<file path="src/rtl/cdt_pkg.sv">
package cdt_pkg;

  typedef struct packed {
    logic       oscOff;
    logic       cntEn;
    logic       wdMode;
    logic       bbSq;
    logic       steerIrq;
    logic [1:0] rate;
    logic       aie;
  } ctrl_t;

  localparam logic [7:0] CTRL_RESET = 8'h06;

  typedef struct packed {
    logic kick;
    logic step;
    logic wdMode;
    logic en;
  } pathStb_t;

  localparam int ADDR_CTRL = 3;
  localparam int ADDR_STAT = 4;

endpackage

</file>
<file path="src/rtl/cdt_path.sv">
module cdt_path
  import cdt_pkg::*;
#(
  parameter int WIDTH = 24
) (
  input  logic             clk,
  input  logic             rstN,
  input  pathStb_t         stb,
  input  logic [WIDTH-1:0] reloadVal,
  output logic [WIDTH-1:0] count,
  output logic             zeroEvt
);

  logic pend;
  logic running;

  // Expiry happens on the tick that would take the count to zero.
  assign zeroEvt = stb.step && !pend && running && (count <= WIDTH'(1));

  always_ff @(posedge clk or negedge rstN) begin
    if (!rstN) begin
      count   <= '0;
      pend    <= 1'b0;
      running <= 1'b0;
    end else begin
      pend <= stb.kick || (pend && !stb.step);
      if (stb.step && pend) begin
        count   <= reloadVal;
        running <= 1'b1;
      end else if (zeroEvt) begin
        if (stb.wdMode) begin
          count   <= '0;
          running <= 1'b0;
        end else begin
          count <= reloadVal;
        end
      end else if (stb.step && running) begin
        count <= count - WIDTH'(1);
      end
    end
  end

endmodule

</file>
<file path="src/rtl/cdt_ctrl.sv">
module cdt_ctrl
  import cdt_pkg::*;
#(
  parameter int WIDTH       = 24,
  parameter int PULSE_TICKS = 1024,
  parameter int ADDR_W      = 3
) (
  input  logic              clk,
  input  logic              rstN,
  input  logic              tick4k,
  input  logic              tick1,
  input  logic              busWr,
  input  logic              busRd,
  input  logic [ADDR_W-1:0] busAddr,
  input  logic [7:0]        busWdata,
  output logic [7:0]        busRdata,
  input  logic              intCtl,
  input  logic              zeroEvt,
  output logic [WIDTH-1:0]  reloadVal,
  output pathStb_t          stb,
  output logic              alarmFlag,
  output logic              irqN,
  output logic              rstOutN
);

  localparam int NB = WIDTH / 8;
  localparam int PW = $clog2(PULSE_TICKS + 1);

  ctrl_t          ctrl;
  logic [7:0]     rlByte [NB];
  logic [PW-1:0]  pulseCnt;
  logic           pulseToIrq;
  logic           byteHit;
  logic           ctrlWr;
  logic           enRise;
  logic           pulseOn;

  assign byteHit = busAddr < ADDR_W'(NB);
  assign ctrlWr  = busWr && (busAddr == ADDR_W'(ADDR_CTRL));
  assign enRise  = ctrlWr && busWdata[6] && !ctrl.cntEn;

  for (genvar b = 0; b < NB; b++) begin : g_byte
    always_ff @(posedge clk or negedge rstN) begin
      if (!rstN)
        rlByte[b] <= 8'h00;
      else if (busWr && busAddr == ADDR_W'(b))
        rlByte[b] <= busWdata;
    end
    assign reloadVal[8*b +: 8] = rlByte[b];
  end

  always_ff @(posedge clk or negedge rstN) begin
    if (!rstN)
      ctrl <= ctrl_t'(CTRL_RESET);
    else if (ctrlWr)
      ctrl <= ctrl_t'(busWdata);
  end

  always_comb begin
    stb.kick   = ((busWr || busRd) && byteHit) || enRise;
    stb.en     = ctrl.cntEn;
    stb.wdMode = ctrl.wdMode;
    stb.step   = ctrl.cntEn && (ctrl.wdMode ? tick4k : tick1);
  end

  always_ff @(posedge clk or negedge rstN) begin
    if (!rstN)
      alarmFlag <= 1'b0;
    else if (zeroEvt)
      alarmFlag <= 1'b1;
    else if (busWr && busAddr == ADDR_W'(ADDR_STAT) && !busWdata[0])
      alarmFlag <= 1'b0;
  end

  always_ff @(posedge clk or negedge rstN) begin
    if (!rstN) begin
      pulseCnt   <= '0;
      pulseToIrq <= 1'b0;
    end else if (zeroEvt && ctrl.wdMode) begin
      pulseCnt   <= PW'(PULSE_TICKS);
      pulseToIrq <= ctrl.steerIrq;
    end else if (tick4k && pulseCnt != '0) begin
      pulseCnt <= pulseCnt - PW'(1);
    end
  end

  assign pulseOn = pulseCnt != '0;
  assign rstOutN = !(pulseOn && !pulseToIrq);
  assign irqN    = !((pulseOn && pulseToIrq) || (alarmFlag && ctrl.aie && intCtl));

  always_comb begin
    busRdata = 8'h00;
    for (int b = 0; b < NB; b++)
      if (busAddr == ADDR_W'(b)) busRdata = rlByte[b];
    if (busAddr == ADDR_W'(ADDR_CTRL)) busRdata = ctrl;
    if (busAddr == ADDR_W'(ADDR_STAT)) busRdata = {7'b0, alarmFlag};
  end

endmodule

</file>
<file path="src/rtl/cdt_top.sv">
module cdt_top
  import cdt_pkg::*;
#(
  parameter int WIDTH       = 24,
  parameter int PULSE_TICKS = 1024,
  parameter int ADDR_W      = 3
) (
  input  logic              clk,
  input  logic              rstN,
  input  logic              tick4k,
  input  logic              tick1,
  input  logic              busWr,
  input  logic              busRd,
  input  logic [ADDR_W-1:0] busAddr,
  input  logic [7:0]        busWdata,
  output logic [7:0]        busRdata,
  input  logic              intCtl,
  output logic              alarmFlag,
  output logic              irqN,
  output logic              rstOutN
);

  pathStb_t         stb;
  logic [WIDTH-1:0] reloadVal;
  logic [WIDTH-1:0] count;
  logic             zeroEvt;

  cdt_ctrl #(.WIDTH(WIDTH), .PULSE_TICKS(PULSE_TICKS), .ADDR_W(ADDR_W)) u_ctrl (
    .clk(clk), .rstN(rstN), .tick4k(tick4k), .tick1(tick1),
    .busWr(busWr), .busRd(busRd), .busAddr(busAddr), .busWdata(busWdata),
    .busRdata(busRdata), .intCtl(intCtl), .zeroEvt(zeroEvt),
    .reloadVal(reloadVal), .stb(stb), .alarmFlag(alarmFlag),
    .irqN(irqN), .rstOutN(rstOutN)
  );

  cdt_path #(.WIDTH(WIDTH)) u_path (
    .clk(clk), .rstN(rstN), .stb(stb), .reloadVal(reloadVal),
    .count(count), .zeroEvt(zeroEvt)
  );

endmodule

</file>
<file path="config.mk">
export PLATFORM = sky130hd
export DESIGN_NAME = cdt_top
export DESIGN_NICKNAME = d
export VERILOG_FILES = /design/src/rtl/cdt_pkg.sv /design/src/rtl/cdt_path.sv /design/src/rtl/cdt_ctrl.sv /design/src/rtl/cdt_top.sv
export SDC_FILE = /design/constraint.sdc
export NUM_CORES = 1
export LEC_CHECK = 0
export ABC_AREA = 0
export CAP_MARGIN = 30
export CORE_MARGIN = 2
export CORE_UTILIZATION = 59
export DETAILED_ROUTE_END_ITERATION = 10
export PLACE_DENSITY = 0.78
export SYNTH_ARGS = -nofsm -noshare
export SYNTH_HDL_FRONTEND = slang
export SYNTH_SLANG_ARGS = --single-unit
</file>
<file path="constraint.sdc">
create_clock -name clk -period 2.6 [get_ports clk]
set_clock_uncertainty 0.15 [all_clocks]
set_input_delay 0.26 -clock clk [delete_from_list [all_inputs] [get_ports clk]]
set_output_delay 0.26 -clock clk [all_outputs]
set_load 0.1 [all_outputs]
</file>
==> results of run 1 <==
==> through the flow <==
step / util [%] / hold WS, ns / area [um^2] / worst slack, ns
floorplan: - / -0.186 / 3920 / -0.0369
global placement: 71.0 / 0.321 / 4510 / 0.200
detailed placement: 71.3 / 0.00444 / 4530 / 0.191
CTS: 74.5 / 0.174 / 4730 / 0.0271
global route: 74.9 / 0.188 / 4760 / -0.00433
finish: 74.9 / 0.177 / 4760 / 0.0589
==> report_power, final <==
part	internal, mW	total (mW)	switching, mW	leakage [nW]
logic	0.627	1.32	0.692	0.984
registers	1.41	1.82	0.407	0.814
clock network	0.367	0.787	0.420	0.0918
==> timing repair <==
action	CTS	global route
hold buffers	1	0
pin swaps	0	1
endpoints found under the hold margin	60	0
setup buffers	0	2
gates resized for setup	3	3
endpoints found under the setup margin	2	1
==> cell usage after synthesis, types with 7 or more instances <==
master | n | area, um^2
or3_1 | 7 | 43.8
nor4_1 | 7 | 43.8
inv_1 | 10 | 37.5
mux2_2 | 34 | 383
a21oi_1 | 10 | 50.1
nor2b_1 | 7 | 43.8
o211ai_1 | 11 | 82.6
dfrtp_1 | 69 | 1730
nor2_1 | 19 | 71.3
o21ai_0 | 13 | 65.1
xnor2_1 | 8 | 70.1
a22oi_1 | 8 | 60.1
mux4_2 | 8 | 180
nand3_1 | 11 | 55.1
nor3_1 | 9 | 45.0
nand2_1 | 24 | 90.1
==> metal layers <==
layer  wire [um]  GRT usage [%]
met5           0              0
met4         240           9.52
met3         823           7.78
met2        4780           46.4
met1        4260           42.5
==> worst max-delay path: stages, from the launching register on <==
cell and delay (ns):
dfrtp_1 0.45, nor4_4 0.33, nand2_2 0.12, or4_4 0.46, a32oi_4 0.21, buf_12 0.21
==> flip-flops by register name, indices dropped and copies added, names as in the netlist <==
| register | flops |
|---|---|
| u_ctrl.alarmFlag | 1 |
| u_ctrl.ctrl | 6 |
| u_ctrl.pulseCnt | 11 |
| u_ctrl.pulseToIrq | 1 |
| u_ctrl.reloadVal | 24 |
| u_ctrl.stb | 2 |
| u_path.count | 24 |
| u_path.pend | 1 |
| u_path.running | 1 |
==> final timing paths <==
kind | startpoint | endpoint | slack [ns] | depth (start not counted)
max | u_ctrl.pulseCnt[3] | irqN | 0.06 | 5
min | rstN | u_ctrl.pulseCnt[10] | 0.18 | 2
max reg2reg | u_path.count[8] | u_path.count[13] | 0.20 | 5
min reg2reg | u_ctrl.pulseCnt[1] | u_ctrl.pulseCnt[1] | 0.37 | 2
max in group asynchronous | rstN | u_ctrl.ctrl[1] | 1.41 | 4
min in group clk | u_ctrl.pulseCnt[1] | u_ctrl.pulseCnt[1] | 0.37 | 2
==> logic make-up (layout without fill, tap and decap cells) <==
group	after synthesis	in the layout	share of synthesized area (%)
AOI/OAI and AO/OA	80	80	15.4
xor gates and xnor gates	8	8	1.81
adders and majority gates	3	3	0.968
buffers and inverters	22	79	2.45
DFF	71	71	45.9
muxes	42	42	14.5
and+or+nand+nor	121	121	19.0
==> final cells by class <==
class                      count  area [um^2]
clock buffer                  10          138
clock inverter                 6         36.3
fill                         423         1590
inverter                      10         37.5
multi-input combinational    254         2070
sequential                    71         1780
tap                           77         96.3
timing repair buffer          53          601
==> reports/qor.yml, run 1 <==
grt_overflow: 0
total_power_mw: 3.93
dpl.cell_count: 462
setup_violations: 0
core.rowCount: 29
dr_total_vias: 3250
period_minus_slack_ns: 2.54
die_w_um: 85.1
finalSetupTns_ns: 0
synth_edf_count: 0
p_leak_nw: 1.89
hpwl_um: 7090
drtAntennaViolNets: 0
drv_cap: 0
netlist_area_um2: 3880
hp-class: "in2async"
die_y_um: 85.1
syn_area_per_cell_um2: 11.2
area_growth_pct: 22.6
grt_pass1_wl_um: 16700
syn_nets: 368
io_pins: 29
hold_viol_final: 0
yosysSeqAreaShare_pct: 45.9
synth-main-ff-cell: "dfrtp_1"
critPathCaptureType: "output port"
yosysUniqueCellTypes: 55
peakVddDrop_mv: 0.568
final_cell_mix: "dfrtp_1 (68), mux2_2 (34), nand2_1 (23)"
drc: 0
initial_core_util_pct: 61.1
finalMaxSlewViolations: 0
drtIter0Drc: 367
tritoncts: "yes"
drt-pass1-iter-count: 5
drive_gt1_share_pct: 30.7
htree_levels: 3
synth_seq_cells: 71
path_clk_slew_ns: 0.07
antenna_found_initial: 0
layout_commonest_cell: "dfrtp_1"
max_freq_mhz: 394
cp_max_fo: 5
clock_sinks: 71
antenna_cells: 0
grt_pass1_vias: 3149
tightest_slew_ns: 0.618
die_area_um2: 7240
yosysWarningCount: 0
routed_wl_um: 10100
cp_data_required_time_ns: 2.19
gp_congestion: 0.963
grt_max_degree: 34
arrival_ns: 2.13
min_period_over_period_pct: 97.7
cts_buffers: 9
cp-start-kind: "flop"
powerDensity_nw_per_um2: 825
root_buffer: "clkbuf_8"
core-area_um2: 6350
grt_usage_pct: 30.2
insertion_delay_ns: 0.35
wire_per_inst_um: 21.0
ys_async_sr_fraction_pct: 100
clockBufferDepth: 2
layout.nets: 420
synthCells: 347
layout.cells.non_filler: 481
crit_type: "reg2out"
outcome: "finished, final reports clean"
portBuffers: 28
viasPerCell: 6.76
relSlewSlack_pct: 58.5
(Power assumes the default switching activity.)
==> run 2, diff against run 1 <==
CORE_UTILIZATION = 55   (was 59)
PLACE_DENSITY = 0.74   (was 0.78)
==> run 2 against run 1 <==
Routed wire length rose by 0.50%. Critical path depth did not move. Cell count rose by 5.2%.
==> reports/qor.yml, run 2 (same netlist as run 1, synthesis figures left out) <==
p_leak_nw: 1.93
cp_max_fo: 5
setup_slack_ns: 0.0539
dpl.cell_count: 486
relSlewSlack_pct: 52.1
insertion_delay_ns: 0.35
antenna_found_initial: 1
routed_wl_um: 10200
htree_levels: 3
drc: 0
max_freq_mhz: 393
r2r-start: "u_path.count[20]"
min_period_over_period_pct: 97.9
cpPeakStageDelay_ns: 0.47
r2r-end: "u_path.count[6]"
path_clk_slew_ns: 0.09
drtIter0Drc: 287
die_area_um2: 7740
core.rowCount: 30
grt_max_degree: 49
drt-pass1-iter-count: 5
gp_congestion: 0.938
antenna_cells: 0
drive_gt1_share_pct: 31.7
powerDensity_nw_per_um2: 862
setup_violations: 0
dr_total_vias: 3263
critPathCaptureType: "output port"
rsz0062_at_grt: "true"
grt_pass1_vias: 3210
layout.cells.non_filler: 506
clockBufferDepth: 2
die_y_um: 88.0
timing.hold.ws_ns: 0.281
cp_data_required_time_ns: 2.19
io_pins: 29
finalSetupTns_ns: 0
layout_commonest_cell: "dfrtp_1"
arrival_ns: 2.14
peakVddDrop_mv: 0.685
dp_slack_ns: 0.142
total_power_mw: 4.19
drv_cap: 0
portBuffers: 28
cp-start-kind: "flop"
placed_area_um2: 4580
tightest_slew_ns: 0.716
core-area_um2: 6790
grt_pass1_wl_um: 16700
root_buffer: "clkbuf_8"
viasPerCell: 6.45
ff2ff_path_depth: 5
final_area_um2: 4860
finalMaxSlewViolations: 0
die_w_um: 88.0
hold_viol_final: 0
drtAntennaViolNets: 0
slowest_stage: "or4_4"
area_growth_pct: 25.4
grt_overflow: 0
clock_sinks: 71
crit_type: "reg2out"
cts_buffers: 9
grt_usage_pct: 29.0
hp-class: "in2async"
wire_per_inst_um: 20.1
period_minus_slack_ns: 2.55
r2r_slack_ns: 0.13
tritoncts: "yes"
layout.nets: 426
hpwl_um: 7330
final_cell_mix: "dfrtp_1 (68), mux2_2 (34), buf_4 (29)"
post-route-util_pct: 71.6
path_cells: "nor4_4 > nand2_2 > or4_4 > a32oi_4 > buf_12"
initial_core_util_pct: 57.1
outcome: "finished, final reports clean"
==> run 2: cell count changes in the layout (fill, tap and decap cells not counted), sizes merged <==
cell	delta
buf	+6
inv	+2
clkbuf	-1
clkinv	-3
bufinv	+2
==> run 2: critical path, delay by kind of cell (launching register included) <==
kind	cells	cell delay, ns
and+or+nand+nor	3	0.92
DFF	1	0.45
AOI/OAI and AO/OA	1	0.20
buffers and inverters	1	0.20
==> run 2: timing repair <==
action / in CTS / in global routing
buffers inserted: 0 / 3
hold buffers: 1 / 0
resized for setup: 2 / 4
endpoints found under the setup margin: 2 / 2
hold endpoints to repair: 23 / 0
pin swaps: 0 / 2
==> run 2: layer usage <==
layer	wire [um]	GRT usage, %
met1	4360	40.5
met2	4600	42.5
met3	858	8.20
met4	330	12.4
met5	0	0
==> run 2: final cells by class <==
type | instances | area [um^2]
multi-input combinational | 254 | 2070
fill | 490 | 1930
sequential | 71 | 1780
timing repair buffer | 59 | 633
clock buffer | 9 | 124
tap | 96 | 120
clock inverter | 7 | 103
inverter | 10 | 37.5
==> run 2: report_power, final <==
part,total [mW],internal [mW],switching (mW)
Combinational,1.37,0.660,0.714
Clock,1.02,0.550,0.469
Sequential,1.80,1.41,0.388
Total,4.19,2.62,1.57
==> run 2: how the worst max path moves through the flow <==
stage                        from               to  slack, ns  cells after the start
2_1_floorplan          busAddr[1]      busRdata[0]      -0.04                      4
5_1_grt        u_ctrl.pulseCnt[2]             irqN      -0.01                      5
3_3_place_gp               tick4k  u_path.count[6]       0.21                      6
3_5_place_dp               tick4k  u_path.count[6]       0.14                      6
4_1_cts        u_ctrl.pulseCnt[5]             irqN       0.01                      5
6_report       u_ctrl.pulseCnt[3]             irqN       0.05                      5
